$ cat src/rtl/sadc_pkg.sv
package sadc_pkg;
  localparam int RES_MAX = 16;
  localparam int WORD_W  = RES_MAX + 1;
  localparam int STAT_W  = 9;
  localparam int INS_W   = 8;
  localparam int CNT_W   = RES_MAX - 2;

  typedef enum logic [2:0] {
    OP_CONV = 3'd0, OP_ACQ = 3'd1, OP_SIGN = 3'd2, OP_STAT = 3'd3,
    OP_CAL  = 3'd4, OP_MODE = 3'd5, OP_PWR = 3'd6, OP_NOP = 3'd7
  } op_e;

  typedef enum logic [1:0] {SEQ_PU, SEQ_PD, SEQ_CAL, SEQ_CONV} seq_e;

  // Left-aligned output word in transmit order, zero filled after its end.
  function automatic logic [WORD_W-1:0] build_word(input logic [1:0] fmt, input logic sgn,
                                                   input logic lsbf, input logic [RES_MAX-1:0] mag,
                                                   input logic sbit);
    logic [WORD_W-1:0] w;
    logic [WORD_W-1:0] r;
    int n;
    int len;
    int off;
    n   = (fmt == 2'd0) ? 8 : (fmt == 2'd1) ? 12 : 16;
    off = sgn ? 1 : 0;
    len = n + off;
    w   = '0;
    r   = '0;
    for (int i = 0; i < WORD_W; i++) begin
      if (sgn && i == 0) w[WORD_W-1] = sbit;
      else if (i < len) w[WORD_W-1-i] = mag[RES_MAX-1-(i-off)];
    end
    for (int i = 0; i < WORD_W; i++) begin
      if (i < len) r[WORD_W-1-i] = w[WORD_W-len+i];
    end
    return lsbf ? r : w;
  endfunction
endpackage

$ cat src/rtl/sadc_frame_rx.sv
module sadc_frame_rx
  import sadc_pkg::*;
(
  input  logic             clk,
  input  logic             rst_n,
  input  logic             cs_n,
  input  logic             bit_en,
  input  logic             sdi,
  output logic             fr_start,
  output logic             fr_end,
  output logic             ins_ok,
  output logic [INS_W-1:0] ins
);
  localparam int BC_W = $clog2(INS_W + 1);

  logic             cs_q;
  logic [BC_W-1:0]  bc_q, bc_n, bc_base;
  logic [INS_W-1:0] ins_q, ins_n;

  assign fr_start = cs_q & ~cs_n;
  assign fr_end   = ~cs_q & cs_n;
  assign ins_ok   = (bc_q == BC_W'(INS_W));
  assign ins      = ins_q;

  always_comb begin
    bc_base = fr_start ? '0 : bc_q;
    bc_n    = bc_base;
    ins_n   = ins_q;
    if (bit_en && !cs_n && bc_base < BC_W'(INS_W)) begin
      ins_n = {ins_q[INS_W-2:0], sdi};
      bc_n  = bc_base + 1'b1;
    end
  end

  always_ff @(posedge clk or negedge rst_n) begin
    if (!rst_n) begin
      cs_q  <= 1'b1;
      bc_q  <= '0;
      ins_q <= '0;
    end else begin
      cs_q  <= cs_n;
      bc_q  <= bc_n;
      ins_q <= ins_n;
    end
  end
endmodule

$ cat src/rtl/sadc_ctrl.sv
module sadc_ctrl
  import sadc_pkg::*;
#(
  parameter int CONV_CYC = 8,
  parameter int CAL_CYC  = 64,
  parameter int PWR_CYC  = 64,
  parameter int TMR_W    = 8
)(
  input  logic              clk,
  input  logic              rst_n,
  input  logic              fr_start,
  input  logic              fr_end,
  input  logic              ins_ok,
  input  logic [INS_W-1:0]  ins,
  output logic [STAT_W-1:0] stat,
  output logic              eoc,
  output logic              done,
  output logic [WORD_W-1:0] done_word,
  output logic              ld_stat,
  output logic              ld_cal
);
  op_e              op;
  logic [1:0]       fmt_q, fmt_n, acq_q, acq_n, cv_fmt_q, cv_fmt_n, cv_ch_q, cv_ch_n;
  logic             sign_q, sign_n, lsb_q, lsb_n, test_q, test_n;
  logic             cv_sgn_q, cv_sgn_n, cv_lsb_q, cv_lsb_n;
  logic             busy_q, busy_n;
  seq_e             kind_q, kind_n;
  logic [TMR_W-1:0] tmr_q, tmr_n, acq_len;
  logic [CNT_W-1:0] cnt_q, cnt_n;

  assign op      = op_e'(ins[INS_W-1 -: 3]);
  assign acq_len = (TMR_W'(4) << acq_q) + TMR_W'(2) + TMR_W'(CONV_CYC);
  assign eoc     = ~(busy_q && kind_q == SEQ_CONV);
  assign stat    = {test_q, ~lsb_q, sign_q, fmt_q == 2'd2, fmt_q == 2'd1, fmt_q == 2'd0,
                    busy_q && kind_q == SEQ_CAL, busy_q && kind_q == SEQ_PD,
                    busy_q && kind_q == SEQ_PU};
  assign done_word = build_word(cv_fmt_q, cv_sgn_q, cv_lsb_q, {cv_ch_q, cnt_q}, cnt_q[0]);

  always_comb begin
    fmt_n = fmt_q;  acq_n = acq_q;  sign_n = sign_q;  lsb_n = lsb_q;  test_n = test_q;
    cv_fmt_n = cv_fmt_q;  cv_ch_n = cv_ch_q;  cv_sgn_n = cv_sgn_q;  cv_lsb_n = cv_lsb_q;
    busy_n = busy_q;  kind_n = kind_q;  tmr_n = tmr_q;  cnt_n = cnt_q;
    done = 1'b0;  ld_stat = 1'b0;  ld_cal = 1'b0;
    if (busy_q) begin
      if (tmr_q <= TMR_W'(1)) begin
        busy_n = 1'b0;
        if (kind_q == SEQ_CONV) begin
          done  = 1'b1;
          cnt_n = cnt_q + 1'b1;
        end
      end else begin
        tmr_n = tmr_q - 1'b1;
      end
    end
    if (fr_start && busy_q && kind_q == SEQ_CONV) begin
      busy_n = 1'b0;
      done   = 1'b0;
      cnt_n  = cnt_q;
    end
    if (fr_end && ins_ok) begin
      case (op)
        OP_CONV: begin
          fmt_n    = (ins[1:0] == 2'd3) ? 2'd2 : ins[1:0];
          lsb_n    = ins[2];
          cv_fmt_n = fmt_n;
          cv_lsb_n = ins[2];
          cv_ch_n  = ins[4:3];
          cv_sgn_n = sign_q;
          busy_n   = 1'b1;
          kind_n   = SEQ_CONV;
          tmr_n    = acq_len;
        end
        OP_ACQ:  acq_n  = ins[1:0];
        OP_SIGN: sign_n = ins[0];
        OP_STAT: ld_stat = 1'b1;
        OP_CAL: begin
          ld_cal = 1'b1;
          busy_n = 1'b1;
          kind_n = SEQ_CAL;
          tmr_n  = TMR_W'(CAL_CYC);
        end
        OP_MODE: test_n = ins[0];
        OP_PWR: begin
          busy_n = 1'b1;
          kind_n = ins[0] ? SEQ_PD : SEQ_PU;
          tmr_n  = TMR_W'(PWR_CYC);
        end
        default: ;
      endcase
    end
  end

  always_ff @(posedge clk or negedge rst_n) begin
    if (!rst_n) begin
      fmt_q <= 2'd1;  acq_q <= 2'd1;  sign_q <= 1'b1;  lsb_q <= 1'b0;  test_q <= 1'b0;
      cv_fmt_q <= 2'd1;  cv_ch_q <= '0;  cv_sgn_q <= 1'b1;  cv_lsb_q <= 1'b0;
      busy_q <= 1'b1;  kind_q <= SEQ_PU;  tmr_q <= TMR_W'(PWR_CYC);  cnt_q <= '0;
    end else begin
      fmt_q <= fmt_n;  acq_q <= acq_n;  sign_q <= sign_n;  lsb_q <= lsb_n;  test_q <= test_n;
      cv_fmt_q <= cv_fmt_n;  cv_ch_q <= cv_ch_n;  cv_sgn_q <= cv_sgn_n;  cv_lsb_q <= cv_lsb_n;
      busy_q <= busy_n;  kind_q <= kind_n;  tmr_q <= tmr_n;  cnt_q <= cnt_n;
    end
  end
endmodule

$ cat src/rtl/sadc_out_sr.sv
module sadc_out_sr
  import sadc_pkg::*;
(
  input  logic              clk,
  input  logic              rst_n,
  input  logic              cs_n,
  input  logic              bit_en,
  input  logic              fr_end,
  input  logic              ld_stat,
  input  logic              ld_cal,
  input  logic [STAT_W-1:0] stat,
  input  logic              done,
  input  logic [WORD_W-1:0] done_word,
  output logic              sdo
);
  logic [WORD_W-1:0] res_q, res_n, sh_q, sh_n;

  assign sdo = ~cs_n & sh_q[WORD_W-1];

  always_comb begin
    res_n = res_q;
    sh_n  = sh_q;
    if (done) begin
      res_n = done_word;
      sh_n  = done_word;
    end else if (fr_end) begin
      if (ld_stat)     sh_n = {stat, {(WORD_W-STAT_W){1'b0}}};
      else if (ld_cal) sh_n = '1;
      else             sh_n = res_q;
    end else if (bit_en && !cs_n) begin
      sh_n = {sh_q[WORD_W-2:0], 1'b0};
    end
  end

  always_ff @(posedge clk or negedge rst_n) begin
    if (!rst_n) begin
      res_q <= '0;
      sh_q  <= '0;
    end else begin
      res_q <= res_n;
      sh_q  <= sh_n;
    end
  end
endmodule

$ cat src/rtl/sadc_ser_if.sv
module sadc_ser_if
  import sadc_pkg::*;
#(
  parameter int CONV_CYC = 8,
  parameter int CAL_CYC  = 64,
  parameter int PWR_CYC  = 64,
  parameter int TMR_W    = 8
)(
  input  logic clk,
  input  logic rst_n,
  input  logic cs_n,
  input  logic bit_en,
  input  logic sdi,
  output logic sdo,
  output logic eoc
);
  logic              fr_start, fr_end, ins_ok, done, ld_stat, ld_cal;
  logic [INS_W-1:0]  ins_w;
  logic [STAT_W-1:0] stat_w;
  logic [WORD_W-1:0] done_word;

  sadc_frame_rx rx_i (
    .clk(clk), .rst_n(rst_n), .cs_n(cs_n), .bit_en(bit_en), .sdi(sdi),
    .fr_start(fr_start), .fr_end(fr_end), .ins_ok(ins_ok), .ins(ins_w)
  );

  sadc_ctrl #(.CONV_CYC(CONV_CYC), .CAL_CYC(CAL_CYC), .PWR_CYC(PWR_CYC), .TMR_W(TMR_W)) ctrl_i (
    .clk(clk), .rst_n(rst_n), .fr_start(fr_start), .fr_end(fr_end), .ins_ok(ins_ok),
    .ins(ins_w), .stat(stat_w), .eoc(eoc), .done(done), .done_word(done_word),
    .ld_stat(ld_stat), .ld_cal(ld_cal)
  );

  sadc_out_sr sr_i (
    .clk(clk), .rst_n(rst_n), .cs_n(cs_n), .bit_en(bit_en), .fr_end(fr_end),
    .ld_stat(ld_stat), .ld_cal(ld_cal), .stat(stat_w), .done(done),
    .done_word(done_word), .sdo(sdo)
  );
endmodule

$ cat config.mk
export PLATFORM = sky130hd
export DESIGN_NAME = sadc_ser_if
export DESIGN_NICKNAME = d
export VERILOG_FILES = /design/src/rtl/sadc_pkg.sv /design/src/rtl/sadc_frame_rx.sv /design/src/rtl/sadc_ctrl.sv /design/src/rtl/sadc_out_sr.sv /design/src/rtl/sadc_ser_if.sv
export SDC_FILE = /design/constraint.sdc
export NUM_CORES = 1
export LEC_CHECK = 0
export BUFFER_PORTS_ARGS = -buffer_cell sky130_fd_sc_hd__buf_2
export CORE_UTILIZATION = 55
export CTS_BUF_LIST = sky130_fd_sc_hd__clkbuf_8
export CTS_CLUSTER_SIZE = 8
export DETAILED_ROUTE_END_ITERATION = 8
export GPL_TIMING_DRIVEN = 0
export PLACE_DENSITY = 0.83
export RECOVER_POWER = 25
export SLEW_MARGIN = 5
export SYNTH_ARGS = -nofsm -noshare
export SYNTH_HDL_FRONTEND = slang
export SYNTH_HIERARCHICAL = 1
export SYNTH_SLANG_ARGS = --single-unit
export TNS_END_PERCENT = 10
$ cat constraint.sdc
create_clock -name clk -period 2.9 [get_ports clk]
set_clock_uncertainty 0.15 [all_clocks]
set_input_delay 0.29 -clock clk [delete_from_list [all_inputs] [get_ports clk]]
set_output_delay 0.29 -clock clk [all_outputs]
set_load 0.02 [all_outputs]
==> metrics.cfg <==
[synthesis]
netlist_instances = 507
ys_seq_elements = 82
ys_seq_area_frac = 0.402
synth-edff-count = 0
post_synth_num_cell_types = 72
post_synth_most_frequent_cells = dfrtp_1, mux2_2, nand2_1
post-synth-top-area-cell = dfrtp_1
most_area_consuming_cells_after_synthesis = dfrtp_1, mux2_2, dfstp_2, mux2i_1, a22oi_1
synth_nets = 522
post_synth_top_area_share = 0.366
synthFlopType = dfrtp_1
synth-warning-count = 6
yosys.cell_count.top_type = dfrtp_1
synthArstFlopShare = 1.00
avgSynthCellArea_um2 = 10.1
synthesis.area_um2 = 5130

[setup_path]
reg2reg_setup_slack_ps = 100
r2r.worst_path.cells = 10
critical_path.top_delay_family = buffers and inverters
reg2reg_to = sr_i/sh_q[9]
crit_path_buffers_inverters = 3
critical_path_peak_fanout = 9
timing.critical_path.to_type = register
critical_path.reg2reg.startpoint = ctrl_i/cv_fmt_q[1]
crit_slowest_cell = dlygate4sd3_1
worst_path_cell_trace = dlygate4sd3_1 -> clkbuf_1 -> nor2b_2 -> nand3_1 -> nor2_1 -> clkinv_1 -> o221ai_1 -> a31oi_1
crit_path_start_kind = input pin
cp_data_required_time_ps = 2980
worst_path_largest_cell_delay_ps = 520
setup.worst_path.class = input pin to register
crit_arrival_ps = 2900

[placed_design]
io_buffers = 6
detailed_placement_wirelength_estimate_um = 9130
placed_cells = 622
place_congestion = 0.944

[timing]
hold_slack_ps = 229
max_freq_ghz = 0.356
post-route-period-util = 0.970
tightest_slew_ps = 1580
finalSetupTns_ps = 0
slew_viol_final = 29
rsz0062_at_grt = true
relative_slew_margins = -0.0549
final-setup-viol-count = 0
report.final.hold_viol_count = 0
fin_crit_ps = 2810

[finish]
finalNetCount = 543
stdcell_count = 641
fraction_of_final_layout_cells_sized_beyond_drive_strength_1 = 0.244
number_of_inserted_diodes = 0
flow.area_growth_from_synthesis_pct = 10.7

[hold_path]
hold_class = input pin to register
holdCritStartpoint = bit_en
hold_path_end = rx_i/bc_q[2]
whs_path_depth = 4

[floorplan]
core_region_area_um2 = 8890
placementRows = 34
die-area_um2 = 9720
number_of_top_level_pins = 7
initial_util = 0.577
die_h_um = 98.6
die_x_um = 98.6

[routing]
detail_route.wl_per_cell_um = 20.7
vias = 4242
routed_via_density = 6.62
drcViolationCount = 0
dr.first_iter.drc_count = 299
drt-pass1-iter-count = 5
ant_nets = 0
drt_wl_total_um = 13300

[cts]
ctsLongestPathBuffers = 2
numClockSinks = 82
clk_latency_ps = 370
cts.htree.levels = 3
cts_made_buffers = 9
ctsRootBufferMaster = clkbuf_8
tritoncts_clock_tree = built
clkSlewWorstSetupHoldPaths_ps = 100

[grt]
globalRouteTotalUtil = 0.286
grt_antenna_before_repair = 0
gr-usage-met2 = 0.458
gr-usage-met3 = 0.0475
gr-max-usage-layer = met2
met1_routing_resource_usage_after_global_routing = 0.394
grt_max_degree = 55
grt_pass1_wl_um = 21500
number_of_global_route_vias_before_repair = 4110
grt-ovfl-total = 0

[power]
peakVddDrop_mv = 0.404
power_density_nw_per_um2 = 551
power_leakage_uw = 0.00237

[run_status]
status = finished, violations left
violations_in_the_final_reports = max-capacitance violations, max-slew violations

[flow_run]
cap_violations = 1

## cell families after synthesis
logic type / count (synthesis) / share of synthesized area
AOI/OAI and AO/OA: 118 / 0.164
and+or+nand+nor: 158 / 0.186
muxes: 56 / 0.125
xor gates and xnor gates: 23 / 0.0393
adders and majority gates: 10 / 0.0244
buffers and inverters: 60 / 0.0588
DFF: 82 / 0.402
## worst max-delay path by stage
stage / from / to / slack, ps / cells after the start
after floorplan: ctrl_i/cv_fmt_q[0] / sr_i/sh_q[1] / 250 / 9
after global placement: ctrl_i/cv_fmt_q[1] / sr_i/sh_q[8] / -440 / 9
after detailed placement: ctrl_i/cv_fmt_q[1] / sr_i/sh_q[8] / -480 / 9
after CTS: ctrl_i/cv_fmt_q[0] / sr_i/sh_q[9] / 3 / 10
after global routing: cs_n / sr_i/sh_q[16] / -30 / 8
final: cs_n / sr_i/sh_q[10] / 90 / 8
## power breakdown
part	total (µW)	internal, µW	switching, µW	leakage, µW
clock network	1040	587	452	0.000127
registers	1490	1300	187	0.00104
logic	601	293	308	0.00120
total	3130	2180	947	0.00237
## metrics by stage
stage / utilization / total power [µW] / instance area, µm² / setup WS [ps]
2_1_floorplan: - / 1890 / 5130 / 247
3_3_place_gp: 0.595 / 2010 / 5290 / -437
3_5_place_dp: 0.599 / 2060 / 5320 / -484
4_1_cts: 0.634 / 3110 / 5630 / 3.43
5_1_grt: 0.639 / 3270 / 5680 / -30.3
6_report: 0.639 / 3130 / 5680 / 87.3
## state kept, by name (all words and copies together) (netlist names)
register and flops:
ctrl_i/acq_q 2, ctrl_i/busy_q 1, ctrl_i/cnt_q 14, ctrl_i/cv_ch_q 2
ctrl_i/cv_fmt_q 2, ctrl_i/cv_lsb_q 1, ctrl_i/cv_sgn_q 1, ctrl_i/kind_q 2
ctrl_i/sign_q 1, ctrl_i/test_q 1, ctrl_i/tmr_q 8, rx_i/bc_q 4
rx_i/cs_q 1, rx_i/ins 8, sr_i/res_q 17, sr_i/sh_q 17
## cell usage in the layout, fill, tap and decap left out, drive strengths merged, types with 5 or more instances in the layout
cell	n
dfrtp	75
mux2	39
buf	31
nand2	30
nor2	30
clkbuf	28
nor3	25
a31oi	21
inv	20
a22oi	18
o21ai	18
mux2i	17
xnor2	13
nor2b	12
xor2	10
a21oi	10
ha	10
nand3	9
nand2b	9
o221ai	8
o211ai	7
dfstp	7
o22ai	6
and2	6
nand4	6
a221oi	5
## worst reg2reg max path: stages (launching register included)
cell and delay [ps]:
dfrtp_2 470, clkbuf_2 220, clkbuf_1 130, ha_1 260, buf_2 210, or4b_2 600, o21ai_0 100, a31oi_1 160
o41ai_4 110, a22oi_1 150, a31oi_1 180
## cell type report
cell class | instances | area [µm²]
sequential | 82 | 2060
buffer | 41 | 238
multi-input combinational | 365 | 2830
inverter | 17 | 63.8
clock buffer | 9 | 124
tap | 108 | 135
fill | 681 | 3210
timing repair buffer | 12 | 100
clock inverter | 7 | 128
## timing repair
item,CTS,global route
resized for setup,9,11
gates cloned,0,0
hold buffers,3,0
hold endpoints to repair,30,0
endpoints found under the setup margin,12,28
pin swaps,0,2
setup buffers,0,2
## metal layers
layer  vias to the layer above  routed length [µm]
met5                         -                   0
met4                         0                 274
met3                        28                 971
met2                       215                6360
met1                      2093                5650
li1                       1906                   -
No activity file was read; power rests on OpenSTA's default activity.
